[config.mk]
export PLATFORM = sky130hd
export DESIGN_NAME = match_timer
export DESIGN_NICKNAME = d
export VERILOG_FILES = /design/src/rtl/mt_pkg.sv /design/src/rtl/mt_prescaler.sv /design/src/rtl/mt_count_sync.sv /design/src/rtl/mt_channel.sv /design/src/rtl/match_timer.sv
export SDC_FILE = /design/constraint.sdc
export NUM_CORES = 1
export LEC_CHECK = 0
export BUFFER_PORTS_ARGS = -buffer_cell sky130_fd_sc_hd__buf_4
export CORE_ASPECT_RATIO = 1.1
export CORE_UTILIZATION = 25
export CTS_BUF_LIST = sky130_fd_sc_hd__clkbuf_8 sky130_fd_sc_hd__clkbuf_16
export DETAILED_ROUTE_END_ITERATION = 6
export PLACE_DENSITY = 0.46
export SKIP_CTS_REPAIR_TIMING = 1
export SLEW_MARGIN = 10
export SYNTH_ARGS = -nofsm -noshare
export SYNTH_HDL_FRONTEND = slang
export SYNTH_SLANG_ARGS = --single-unit
[constraint.sdc]
create_clock -name clk -period 9.2 [get_ports clk]
set_clock_uncertainty 0.1 [all_clocks]
set_input_delay 2.3 -clock clk [delete_from_list [all_inputs] [get_ports clk]]
set_output_delay 2.3 -clock clk [all_outputs]
set_load 0.005 [all_outputs]
[src/rtl/mt_pkg.sv]
package mt_pkg;
  localparam int REG_W        = 32;
  localparam int MATCH_BIT    = 15;
  localparam int OVF_BIT      = 14;
  localparam int REPEAT_BIT   = 8;
  localparam int IE_BIT       = 7;
  localparam int ROUTE_LO     = 4;
  localparam int PRE_W        = 7;
  localparam logic [1:0] ROUTE_DMA = 2'd1;
  localparam logic [1:0] ROUTE_IRQ = 2'd2;

  typedef struct packed {
    logic       flag_m;
    logic       flag_o;
    logic       repeat_en;
    logic       ie;
    logic [1:0] route;
    logic [2:0] sel;
  } ctrl_t;

  function automatic logic [PRE_W-1:0] div_limit(input logic [2:0] sel);
    case (sel)
      3'd5:    div_limit = PRE_W'(31);
      3'd6:    div_limit = PRE_W'(127);
      3'd7:    div_limit = '0;
      default: div_limit = PRE_W'(7);
    endcase
  endfunction

  function automatic logic [REG_W-1:0] pack_ctrl(input ctrl_t c);
    logic [REG_W-1:0] w;
    w = '0;
    w[MATCH_BIT]            = c.flag_m;
    w[OVF_BIT]              = c.flag_o;
    w[REPEAT_BIT]           = c.repeat_en;
    w[IE_BIT]               = c.ie;
    w[ROUTE_LO+1:ROUTE_LO]  = c.route;
    w[2:0]                  = c.sel;
    return w;
  endfunction
endpackage

[src/rtl/mt_prescaler.sv]
module mt_prescaler
  import mt_pkg::*;
(
  input  logic       clk,
  input  logic       rst,
  input  logic       run,
  input  logic       slow_tick,
  input  logic [2:0] sel,
  output logic       cnt_tick
);
  logic [PRE_W-1:0] pre_q;
  logic [PRE_W-1:0] lim;

  assign lim      = div_limit(sel);
  assign cnt_tick = run & slow_tick & (pre_q >= lim);

  always_ff @(posedge clk) begin
    if (rst || !run) begin
      pre_q <= '0;
    end else if (slow_tick) begin
      pre_q <= (pre_q >= lim) ? '0 : pre_q + 1'b1;
    end
  end
endmodule

[src/rtl/mt_count_sync.sv]
module mt_count_sync #(
  parameter int W          = 32,
  parameter int SYNC_TICKS = 2
) (
  input  logic         clk,
  input  logic         rst,
  input  logic         wr,
  input  logic [W-1:0] wdata,
  input  logic         slow_tick,
  output logic         load,
  output logic [W-1:0] load_val,
  output logic         pending
);
  localparam int REM_W = $clog2(SYNC_TICKS + 1);

  logic [REM_W-1:0] rem_q;

  assign load = pending & slow_tick & (rem_q == REM_W'(1)) & ~wr;

  always_ff @(posedge clk) begin
    if (rst) begin
      pending  <= 1'b0;
      rem_q    <= '0;
      load_val <= '0;
    end else if (wr) begin
      pending  <= 1'b1;
      rem_q    <= REM_W'(SYNC_TICKS);
      load_val <= wdata;
    end else if (pending && slow_tick) begin
      if (rem_q == REM_W'(1)) pending <= 1'b0;
      rem_q <= rem_q - 1'b1;
    end
  end
endmodule

[src/rtl/mt_channel.sv]
module mt_channel
  import mt_pkg::*;
#(
  parameter int W          = 32,
  parameter int SYNC_TICKS = 2
) (
  input  logic             clk,
  input  logic             rst,
  input  logic             run,
  input  logic             slow_tick,
  input  logic             ctrl_we,
  input  logic             cnt_we,
  input  logic             cmp_we,
  input  logic [W-1:0]     wdata,
  output logic [REG_W-1:0] ctrl_rd,
  output logic [W-1:0]     cnt_o,
  output logic [W-1:0]     cmp_o,
  output logic             irq_o,
  output logic             dma_o,
  output logic             done_o,
  output logic             flag_m_o,
  output logic             flag_o_o,
  output logic             repeat_o,
  output logic             pend_o
);
  ctrl_t        ctrl_q;
  logic [W-1:0] cnt_q;
  logic [W-1:0] cmp_q;
  logic         cnt_tick;
  logic         load;
  logic [W-1:0] load_val;
  logic         hit;
  logic         wrap;

  mt_prescaler u_pre (
    .clk(clk), .rst(rst), .run(run), .slow_tick(slow_tick),
    .sel(ctrl_q.sel), .cnt_tick(cnt_tick)
  );

  mt_count_sync #(.W(W), .SYNC_TICKS(SYNC_TICKS)) u_sync (
    .clk(clk), .rst(rst), .wr(cnt_we), .wdata(wdata), .slow_tick(slow_tick),
    .load(load), .load_val(load_val), .pending(pend_o)
  );

  assign hit  = cnt_tick & ~load & (cnt_q == cmp_q);
  assign wrap = cnt_tick & ~load & ~hit & (cnt_q == {W{1'b1}});

  always_ff @(posedge clk) begin
    if (rst) begin
      ctrl_q <= '0;
    end else if (ctrl_we) begin
      ctrl_q.flag_m    <= (ctrl_q.flag_m & wdata[MATCH_BIT]) | hit;
      ctrl_q.flag_o    <= (ctrl_q.flag_o & wdata[OVF_BIT]) | wrap;
      ctrl_q.repeat_en <= wdata[REPEAT_BIT];
      ctrl_q.ie        <= wdata[IE_BIT];
      ctrl_q.route     <= wdata[ROUTE_LO+1:ROUTE_LO];
      ctrl_q.sel       <= wdata[2:0];
    end else begin
      ctrl_q.flag_m <= ctrl_q.flag_m | hit;
      ctrl_q.flag_o <= ctrl_q.flag_o | wrap;
    end
  end

  always_ff @(posedge clk) begin
    if (rst) begin
      cnt_q <= '0;
    end else if (load) begin
      cnt_q <= load_val;
    end else if (cnt_tick) begin
      cnt_q <= (hit || wrap) ? '0 : cnt_q + 1'b1;
    end
  end

  always_ff @(posedge clk) begin
    if (rst) cmp_q <= '1;
    else if (cmp_we) cmp_q <= wdata;
  end

  always_ff @(posedge clk) begin
    if (rst) begin
      irq_o <= 1'b0;
      dma_o <= 1'b0;
    end else begin
      irq_o <= ctrl_q.flag_m & ctrl_q.ie & (ctrl_q.route == ROUTE_IRQ);
      dma_o <= ctrl_q.flag_m & ctrl_q.ie & (ctrl_q.route == ROUTE_DMA);
    end
  end

  assign done_o   = hit & ~ctrl_q.repeat_en;
  assign ctrl_rd  = pack_ctrl(ctrl_q);
  assign cnt_o    = cnt_q;
  assign cmp_o    = cmp_q;
  assign flag_m_o = ctrl_q.flag_m;
  assign flag_o_o = ctrl_q.flag_o;
  assign repeat_o = ctrl_q.repeat_en;
endmodule

[src/rtl/match_timer.sv]
module match_timer #(
  parameter int NUM_CH     = 4,
  parameter int ADDR_W     = 8,
  parameter int DATA_W     = 32,
  parameter int SYNC_TICKS = 2
) (
  input  logic              clk,
  input  logic              rst,
  input  logic              slow_tick,
  input  logic              bus_wr,
  input  logic              bus_rd,
  input  logic [ADDR_W-1:0] bus_addr,
  input  logic [DATA_W-1:0] bus_wdata,
  output logic [DATA_W-1:0] bus_rdata,
  output logic [NUM_CH-1:0] irq_o,
  output logic [NUM_CH-1:0] dma_o
);
  localparam int BLK_W = ADDR_W - 4;

  logic [NUM_CH-1:0]             run_q;
  logic [NUM_CH-1:0]             hit_ch;
  logic [NUM_CH-1:0]             done_w;
  logic [NUM_CH-1:0]             ctrl_we_w, cnt_we_w, cmp_we_w;
  logic [NUM_CH-1:0]             flag_m_w, flag_o_w, rep_w, pend_w;
  logic [NUM_CH-1:0][DATA_W-1:0] cnt_w, cmp_w, ctrl_w;
  logic [BLK_W-1:0]              blk;
  logic [1:0]                    word;
  logic                          sel_start;
  logic [DATA_W-1:0]             rd_mux;
  logic                          unused_addr;

  assign blk         = bus_addr[ADDR_W-1:4];
  assign word        = bus_addr[3:2];
  assign sel_start   = (bus_addr[ADDR_W-1:2] == '0);
  assign unused_addr = ^bus_addr[1:0];

  for (genvar i = 0; i < NUM_CH; i++) begin : g_ch
    assign hit_ch[i]    = (blk == BLK_W'(i + 1));
    assign ctrl_we_w[i] = bus_wr & hit_ch[i] & (word == 2'd0);
    assign cnt_we_w[i]  = bus_wr & hit_ch[i] & (word == 2'd1);
    assign cmp_we_w[i]  = bus_wr & hit_ch[i] & (word == 2'd2);

    mt_channel #(.W(DATA_W), .SYNC_TICKS(SYNC_TICKS)) u_ch (
      .clk(clk), .rst(rst), .run(run_q[i]), .slow_tick(slow_tick),
      .ctrl_we(ctrl_we_w[i]), .cnt_we(cnt_we_w[i]), .cmp_we(cmp_we_w[i]),
      .wdata(bus_wdata), .ctrl_rd(ctrl_w[i]), .cnt_o(cnt_w[i]),
      .cmp_o(cmp_w[i]), .irq_o(irq_o[i]), .dma_o(dma_o[i]),
      .done_o(done_w[i]), .flag_m_o(flag_m_w[i]), .flag_o_o(flag_o_w[i]),
      .repeat_o(rep_w[i]), .pend_o(pend_w[i])
    );
  end

  // Hardware single-shot stop takes precedence over a software start.
  always_ff @(posedge clk) begin
    if (rst) begin
      run_q <= '0;
    end else begin
      run_q <= ((bus_wr && sel_start) ? bus_wdata[NUM_CH-1:0] : run_q) & ~done_w;
    end
  end

  always_comb begin
    rd_mux = '0;
    if (sel_start) rd_mux[NUM_CH-1:0] = run_q;
    for (int i = 0; i < NUM_CH; i++) begin
      if (hit_ch[i]) begin
        case (word)
          2'd0:    rd_mux = ctrl_w[i];
          2'd1:    rd_mux = cnt_w[i];
          2'd2:    rd_mux = cmp_w[i];
          default: rd_mux = '0;
        endcase
      end
    end
  end

  always_ff @(posedge clk) begin
    if (rst) bus_rdata <= '0;
    else if (bus_rd) bus_rdata <= rd_mux;
  end
endmodule

==> results of run 1 <==
[area by class of cell]
type	instances	area share [%]
diodes	3	0.0258
clock buffers	75	5.84
clock inverters	31	0.887
inverters	46	0.603
multi-input cells	2479	48.5
flip-flops and latches	504	34.7
well taps	1364	5.88
repair buffers	134	3.53
[report_power, final]
group          total, mW  leakage [nW]  switching [mW]  internal (mW)
sequential          2.21          4.07          0.0134           2.20
clock               2.42          1.03            1.02           1.40
combinational      0.308          5.24           0.230         0.0781
[cell families after synthesis]
group / count (synthesis)
XOR/XNOR: 201
buffers and inverters: 353
AO/OA/AOI/OAI: 722
flip-flops: 504
multiplexers: 51
adder cells (fa/ha/maj): 40
AND/OR/NAND/NOR: 1465
[registers in the layout, summed over array words and instances, names as in the netlist, 8 cells and up]
name                       count
g_ch.u_ch.cmp_o              128
g_ch.u_ch.cnt_o              128
g_ch.u_ch.u_sync.load_val    128
bus_rdata                     32
g_ch.u_ch.u_pre.pre_q         28
g_ch.u_ch.ctrl_rd             24
g_ch.u_ch.u_sync.rem_q         8
[layout by cell type, fill, tap and decap left out, types with 16 or more instances in the layout]
cell | Yosys | routed
nand2_1 | 723 | 723
dfxtp_1 | 504 | 504
nand3_1 | 256 | 256
a21oi_1 | 255 | 255
nor2_1 | 187 | 180
xor2_1 | 162 | 162
o21ai_0 | 139 | 139
buf_4 | 31 | 132
a22oi_1 | 113 | 113
inv_1 | 44 | 60
clkbuf_16 | 0 | 59
nor3_1 | 61 | 57
mux2i_1 | 51 | 51
a221oi_1 | 51 | 51
nand4_1 | 49 | 49
nor4_1 | 47 | 46
ha_1 | 40 | 40
xnor2_1 | 39 | 39
and3_1 | 36 | 36
a31oi_1 | 30 | 30
o22a_1 | 23 | 23
nor3b_1 | 23 | 22
o221ai_1 | 22 | 22
clkbuf_8 | 0 | 16
[per-stage QoR]
step | util (%) | hold slack [ns] | cells | instance area [um^2] | worst slack, ns
4_1_cts | 28.7 | 0.356 | 4633 | 29000 | 3.81
2_1_floorplan | - | 0.332 | 3336 | 25600 | 4.57
6_report | 28.7 | 0.354 | 4636 | 29000 | 3.84
3_3_place_gp | 26.8 | 0.341 | 4527 | 27100 | 3.16
3_5_place_dp | 26.8 | 0.346 | 4527 | 27100 | 3.13
5_1_grt | 28.7 | 0.371 | 4633 | 29000 | 3.58
[critical path, cell delays in order]
cell	delay, ns
buf_4	0.42
or3b_2	0.81
nor2_1	0.18
buf_4	0.25
nand2_1	0.08
buf_4	0.28
and2_0	0.19
buf_4	0.22
nor2_1	0.68
o21ai_0	0.20
a31oi_1	0.16
[layer usage]
metal  track usage, %  up-vias  part of all wire, %
li1                 -    11500                    -
met1             26.9    11700                   46
met2             30.6      707                   45
met3             2.64      151                  5.7
met4             7.78        2                  4.0
met5                0        -               0.0096
[worst max-delay path by stage]
stage / start / endpoint / depth (start not counted) / slack [ns]
final: bus_addr[4] / g_ch[0].u_ch.cnt_o[29]$_SDFFE_PP0P_ / 11 / 3.84
after floorplan: bus_addr[4] / g_ch[0].u_ch.cnt_o[31]$_SDFFE_PP0P_ / 9 / 4.57
after global placement: bus_addr[6] / g_ch[2].u_ch.cnt_o[28]$_SDFFE_PP0P_ / 13 / 3.16
after detailed placement: bus_addr[6] / g_ch[2].u_ch.cnt_o[17]$_SDFFE_PP0P_ / 13 / 3.13
after CTS: bus_addr[6] / g_ch[2].u_ch.cnt_o[17]$_SDFFE_PP0P_ / 13 / 3.81
after global routing: bus_addr[6] / g_ch[2].u_ch.cnt_o[17]$_SDFFE_PP0P_ / 13 / 3.58
==> results_dict.tcl, run 1 <==
set metrics [dict create \
    outcome "finished, final reports clean" \
    fin_crit_sh_pct 58.3 \
    cts.sinks 504 \
    die_h_um 337 \
    ys_warn_count 0 \
    area_delta_synth_final_pct 13.6 \
    io_buffers 82 \
    critPathLaunchType "input port" \
    worst_hold_path.endpoint "g_ch[3].u_ch.u_sync.load_val[15]$_SDFFE_PP0P_" \
    crit_type "in -> reg" \
    rrSetupSlack_ns 5.36 \
    r2r-start "g_ch[3].u_ch.cnt_o[0]$_SDFFE_PP0P_" \
    synthTopCellsByCount "nand2_1, dfxtp_1, nand3_1" \
    peakVddDrop_mv 0.143 \
    muxShareOfSynthArea_pct 2.00 \
    slew_viol_final 0 \
    maxCapViolations 0 \
    syn_area_um2 25600 \
    path_clk_slew_ns 0.06 \
    worstMarginPinSlew_ns 1.19 \
    layout-drive-gt1-share_pct 8.01 \
    synth_fp_nets 3421 \
    synthAdderAreaFrac_pct 1.96 \
    wl_per_cell_um 22.4 \
    firstDrtPassIters 6 \
    ant_nets 0 \
    endpoint_kind "flip-flop" \
    ioPinCount 85 \
    wirelength_um 104000 \
    synth_top_family_by_area "simple AND/OR/NAND/NOR gates" \
    n_fill_cell 11200 \
    hold_viol 0 \
    synthSimpleGateAreaFrac_pct 26.0 \
    rsz0062_at_grt "no" \
    cts_buffers 58 \
    synthArstFlopShare_pct 0 \
    p_per_area_nw_per_um2 170 \
    cts_buffer_depth 3 \
    synthCells 3336 \
    htreeDepth 2 \
    die_x_um 307 \
    critPathMaxFanout 43 \
    design.core.area_um2 101000 \
    total_power_mw 4.94 \
    worstPathArrival_ns 5.81 \
    relSlewSlack_pct 20.3 \
    start_util_pct 25.3 \
    r2r_cells 8 \
    clock.fmax_ghz 0.187 \
    whs_path_depth 2 \
    final.min_clock_period_ns 5.36 \
    vias_per_cell 5.18 \
    clk_latency_ns 0.66 \
    cts_tree "built" \
    drc 0 \
    design.die.area_um2 104000 \
    gp_congestion 0.878 \
    antenna_found_initial 3 \
    yosys.area.top_type "dfxtp_1" \
    ys_seq_area_share_pct 39.5 \
    synth-main-ff-cell "dfxtp_1" \
    synth_cell_type_count 71 \
    route.vias.total 24000 \
    hold_path.class "reg -> reg" \
    overflow 0 \
    synth_compound_area_share_pct 18.0 \
    grt_max_degree 143 \
    synth_edf_count 0 \
    setup_viol 0 \
    cts-root-buf "clkbuf_16" \
    power_leakage_nw 10.3 \
    seq_area_um2 10100 \
    rows 122 \
    nets 3308 \
    setup_tns_ns 0 \
    grt_pass1_wl_um 152000 \
    grt_usage_pct 19.5 \
    synth.top_cell.area_share_pct 39.5 \
    synth_area_leaders "dfxtp_1, nand2_1, xor2_1" \
    hp-start "g_ch[3].u_ch.u_sync.load_val[15]$_SDFFE_PP0P_" \
    reg2reg_to "g_ch[3].u_ch.cnt_o[19]$_SDFFE_PP0P_" \
    drtIter0Drc 2346 \
    hpwl_um 68900 \
    yosysMostFrequentCell "nand2_1" \
    critPathRequiredTime_ns 9.66 \
    synth-seq-cells 504 \
    synthXorXnorAreaFrac_pct 6.89 \
    multi_input_area_um2 14100 \
    avgSynthCellArea_um2 7.66 \
    grt_pass1_vias 22200 \
]
(Power assumes the default switching activity.)
==> run 2, diff against run 1 <==
ABC_AREA = 1   (was unset)
clock period = 5.3 ns   (was 9.2 ns; I/O delays follow)
==> run 2 against run 1 <==
Setup slack got worse by 2.3 ns; die area increased by 9.7%; clock-buffer cell count decreased by 4; hold slack got worse by 0.032 ns; non-clock buffer count decreased by 2.
==> results_dict.tcl, run 2 <==
set metrics [dict create \
    r2r-start "g_ch[0].u_ch.cnt_o[0]$_SDFFE_PP0P_" \
    firstDrtPassIters 5 \
    worst_hold_path.endpoint "g_ch[0].u_ch.dma_o$_SDFF_PP0_" \
    rsz0062_at_grt "no" \
    n_fill_cell 12400 \
    synth-seq-cells 504 \
    synth.top_cell.area_share_pct 36.0 \
    synth_area_leaders "dfxtp_1, nand2_1, inv_1" \
    overflow 0 \
    setup_tns_ns 0 \
    vias_per_cell 4.85 \
    path_clk_slew_ns 0.06 \
    post-route-util_pct 28.8 \
    grt_pass1_vias 26300 \
    area_delta_synth_final_pct 14.0 \
    dp.cells 5679 \
    hp-start "g_ch[0].u_ch.ctrl_rd[5]$_SDFFE_PP0P_" \
    gp_congestion 0.935 \
    die_h_um 353 \
    design.core.area_um2 111000 \
    critPathRequiredTime_ns 5.72 \
    p_per_area_nw_per_um2 272 \
    ys_warn_count 0 \
    relSlewSlack_pct 30.8 \
    synth_fp_nets 4390 \
    yosys.area.top_type "dfxtp_1" \
    drtIter0Drc 2288 \
    cts.sinks 504 \
    final.min_clock_period_ns 3.79 \
    grt_max_degree 118 \
    critPathLaunchType "input port" \
    total_power_mw 8.68 \
    design.die.area_um2 114000 \
    whs_path_depth 1 \
    synthArstFlopShare_pct 0 \
    place_ws_ns 0.945 \
    cts_buffer_depth 3 \
    cts_tree "built" \
    io_buffers 82 \
    synthTopCellsByCount "nand2_1, inv_1, nor2_1" \
    setup_viol 0 \
    start_util_pct 25.3 \
    instances_no_fill 5789 \
    ioPinCount 85 \
    worstPathArrival_ns 4.21 \
    final_cell_area_um2 32000 \
    hpwl_um 83400 \
    outcome "finished, final reports clean" \
    avgSynthCellArea_um2 6.52 \
    wirelength_um 115000 \
    reg2reg_to "g_ch[0].u_ch.flag_o_o$_SDFF_PP0_" \
    die_x_um 321 \
    drc 0 \
    cts-root-buf "clkbuf_16" \
    grt_usage_pct 19.9 \
    cts_buffers 59 \
    final_cell_mix "nand2_1, inv_1, nor2_1, dfxtp_1, o21ai_0" \
    final_common_cell "nand2_1" \
    synth_cell_type_count 49 \
    yosysMostFrequentCell "nand2_1" \
    r2r_cells 9 \
    hold_viol 0 \
    dpl_cell_area_um2 29900 \
    syn_area_um2 28000 \
    layout-drive-gt1-share_pct 6.33 \
    clk_latency_ns 0.66 \
    synth-main-ff-cell "dfxtp_1" \
    critPathMaxFanout 34 \
    wl_per_cell_um 19.9 \
    maxCapViolations 0 \
    antenna_cells 0 \
    rrSetupSlack_ns 1.76 \
    ant_nets 0 \
    crit_type "in -> reg" \
    rows 128 \
    slew_viol_final 0 \
    ys_seq_area_share_pct 36.0 \
    grt_pass1_wl_um 173000 \
    endpoint_kind "flip-flop" \
    clock.fmax_ghz 0.264 \
    route.vias.total 28100 \
    fin_crit_sh_pct 71.6 \
    power_leakage_nw 12.5 \
    htreeDepth 2 \
    antenna_found_initial 3 \
    synthCells 4305 \
    peakVddDrop_mv 0.203 \
    nets 4330 \
    synth_edf_count 0 \
    worstMarginPinSlew_ns 1.04 \
    hold_path.class "reg -> reg" \
    hold_slack_ns 0.323 \
    fin_ws_ns 1.51 \
]
[run 2: cell count changes after synthesis, moves of 95 or more]
cell / before / now
nand2_1: 723 / 1025
inv_1: 44 / 522
nor2_1: 187 / 518
o21ai_0: 139 / 316
a22oi_1: 113 / 0
nand4_1: 49 / 144
[run 2: power by group]
part           leakage, nW  switching, mW  total, mW  internal (mW)
Sequential            4.07         0.0223       3.84           3.82
Clock                 1.08           1.80       4.39           2.60
Combinational         7.39          0.344      0.451          0.107
[run 2: cell type report]
cell class                      count  area, um^2  share of cell area, %
Multi-Input combinational cell   3007       14900                   46.6
Sequential cell                   504       10100                   31.6
Inverter                          541        2040                   6.38
Tap cell                         1495        1870                   5.85
Clock buffer                       71        1660                   5.20
Timing Repair Buffer              132        1020                   3.19
Clock inverter                     39         380                   1.19
[run 2: kinds of logic after synthesis]
| kind of cell | share of synthesized area, % |
|---|---|
| flip-flops | 36.0 |
| adder cells (fa/ha/maj) | 1.78 |
| AND/OR/NAND/NOR | 29.7 |
| XOR/XNOR | 4.53 |
| AO/OA/AOI/OAI | 17.0 |
| buffers and inverters | 11.0 |
[run 2: how the worst max path moves through the flow]
stage                                          endpoint  slack [ns]  cells past startpoint        start
floorplan           g_ch[1].u_ch.cnt_o[17]$_SDFFE_PP0P_        2.49                     11  bus_addr[6]
global placement                    run_q[0]$_SDFF_PP0_        0.93                     12  bus_addr[6]
detailed placement                  run_q[0]$_SDFF_PP0_        0.95                     12  bus_addr[6]
CTS                                 run_q[0]$_SDFF_PP0_        1.62                     12  bus_addr[6]
global route                        run_q[0]$_SDFF_PP0_        1.37                     12  bus_addr[6]
finish                              run_q[0]$_SDFF_PP0_        1.51                     12  bus_addr[6]
[run 2: critical path, stage by stage]
cell and delay, ns:
buf_4 0.11, nor2_2 0.24, inv_2 0.11, nor3_4 0.11, buf_4 0.32, nand2_1 0.26
nor2_4 0.19, nor2_2 0.09, nor2_4 0.75, nand3_1 0.36, nor2_1 0.24, nor3_1 0.06
[run 2: per-layer routing]
metal	global-route usage (%)	share of wire, %	wire [um]	vias to the layer above
met4	6.65	3.3	3820	2
li1	-	-	-	13900
met3	2.62	5.7	6500	164
met5	0	0.0096	11	-
met1	27.7	47	53800	13200
met2	31.3	44	50800	767
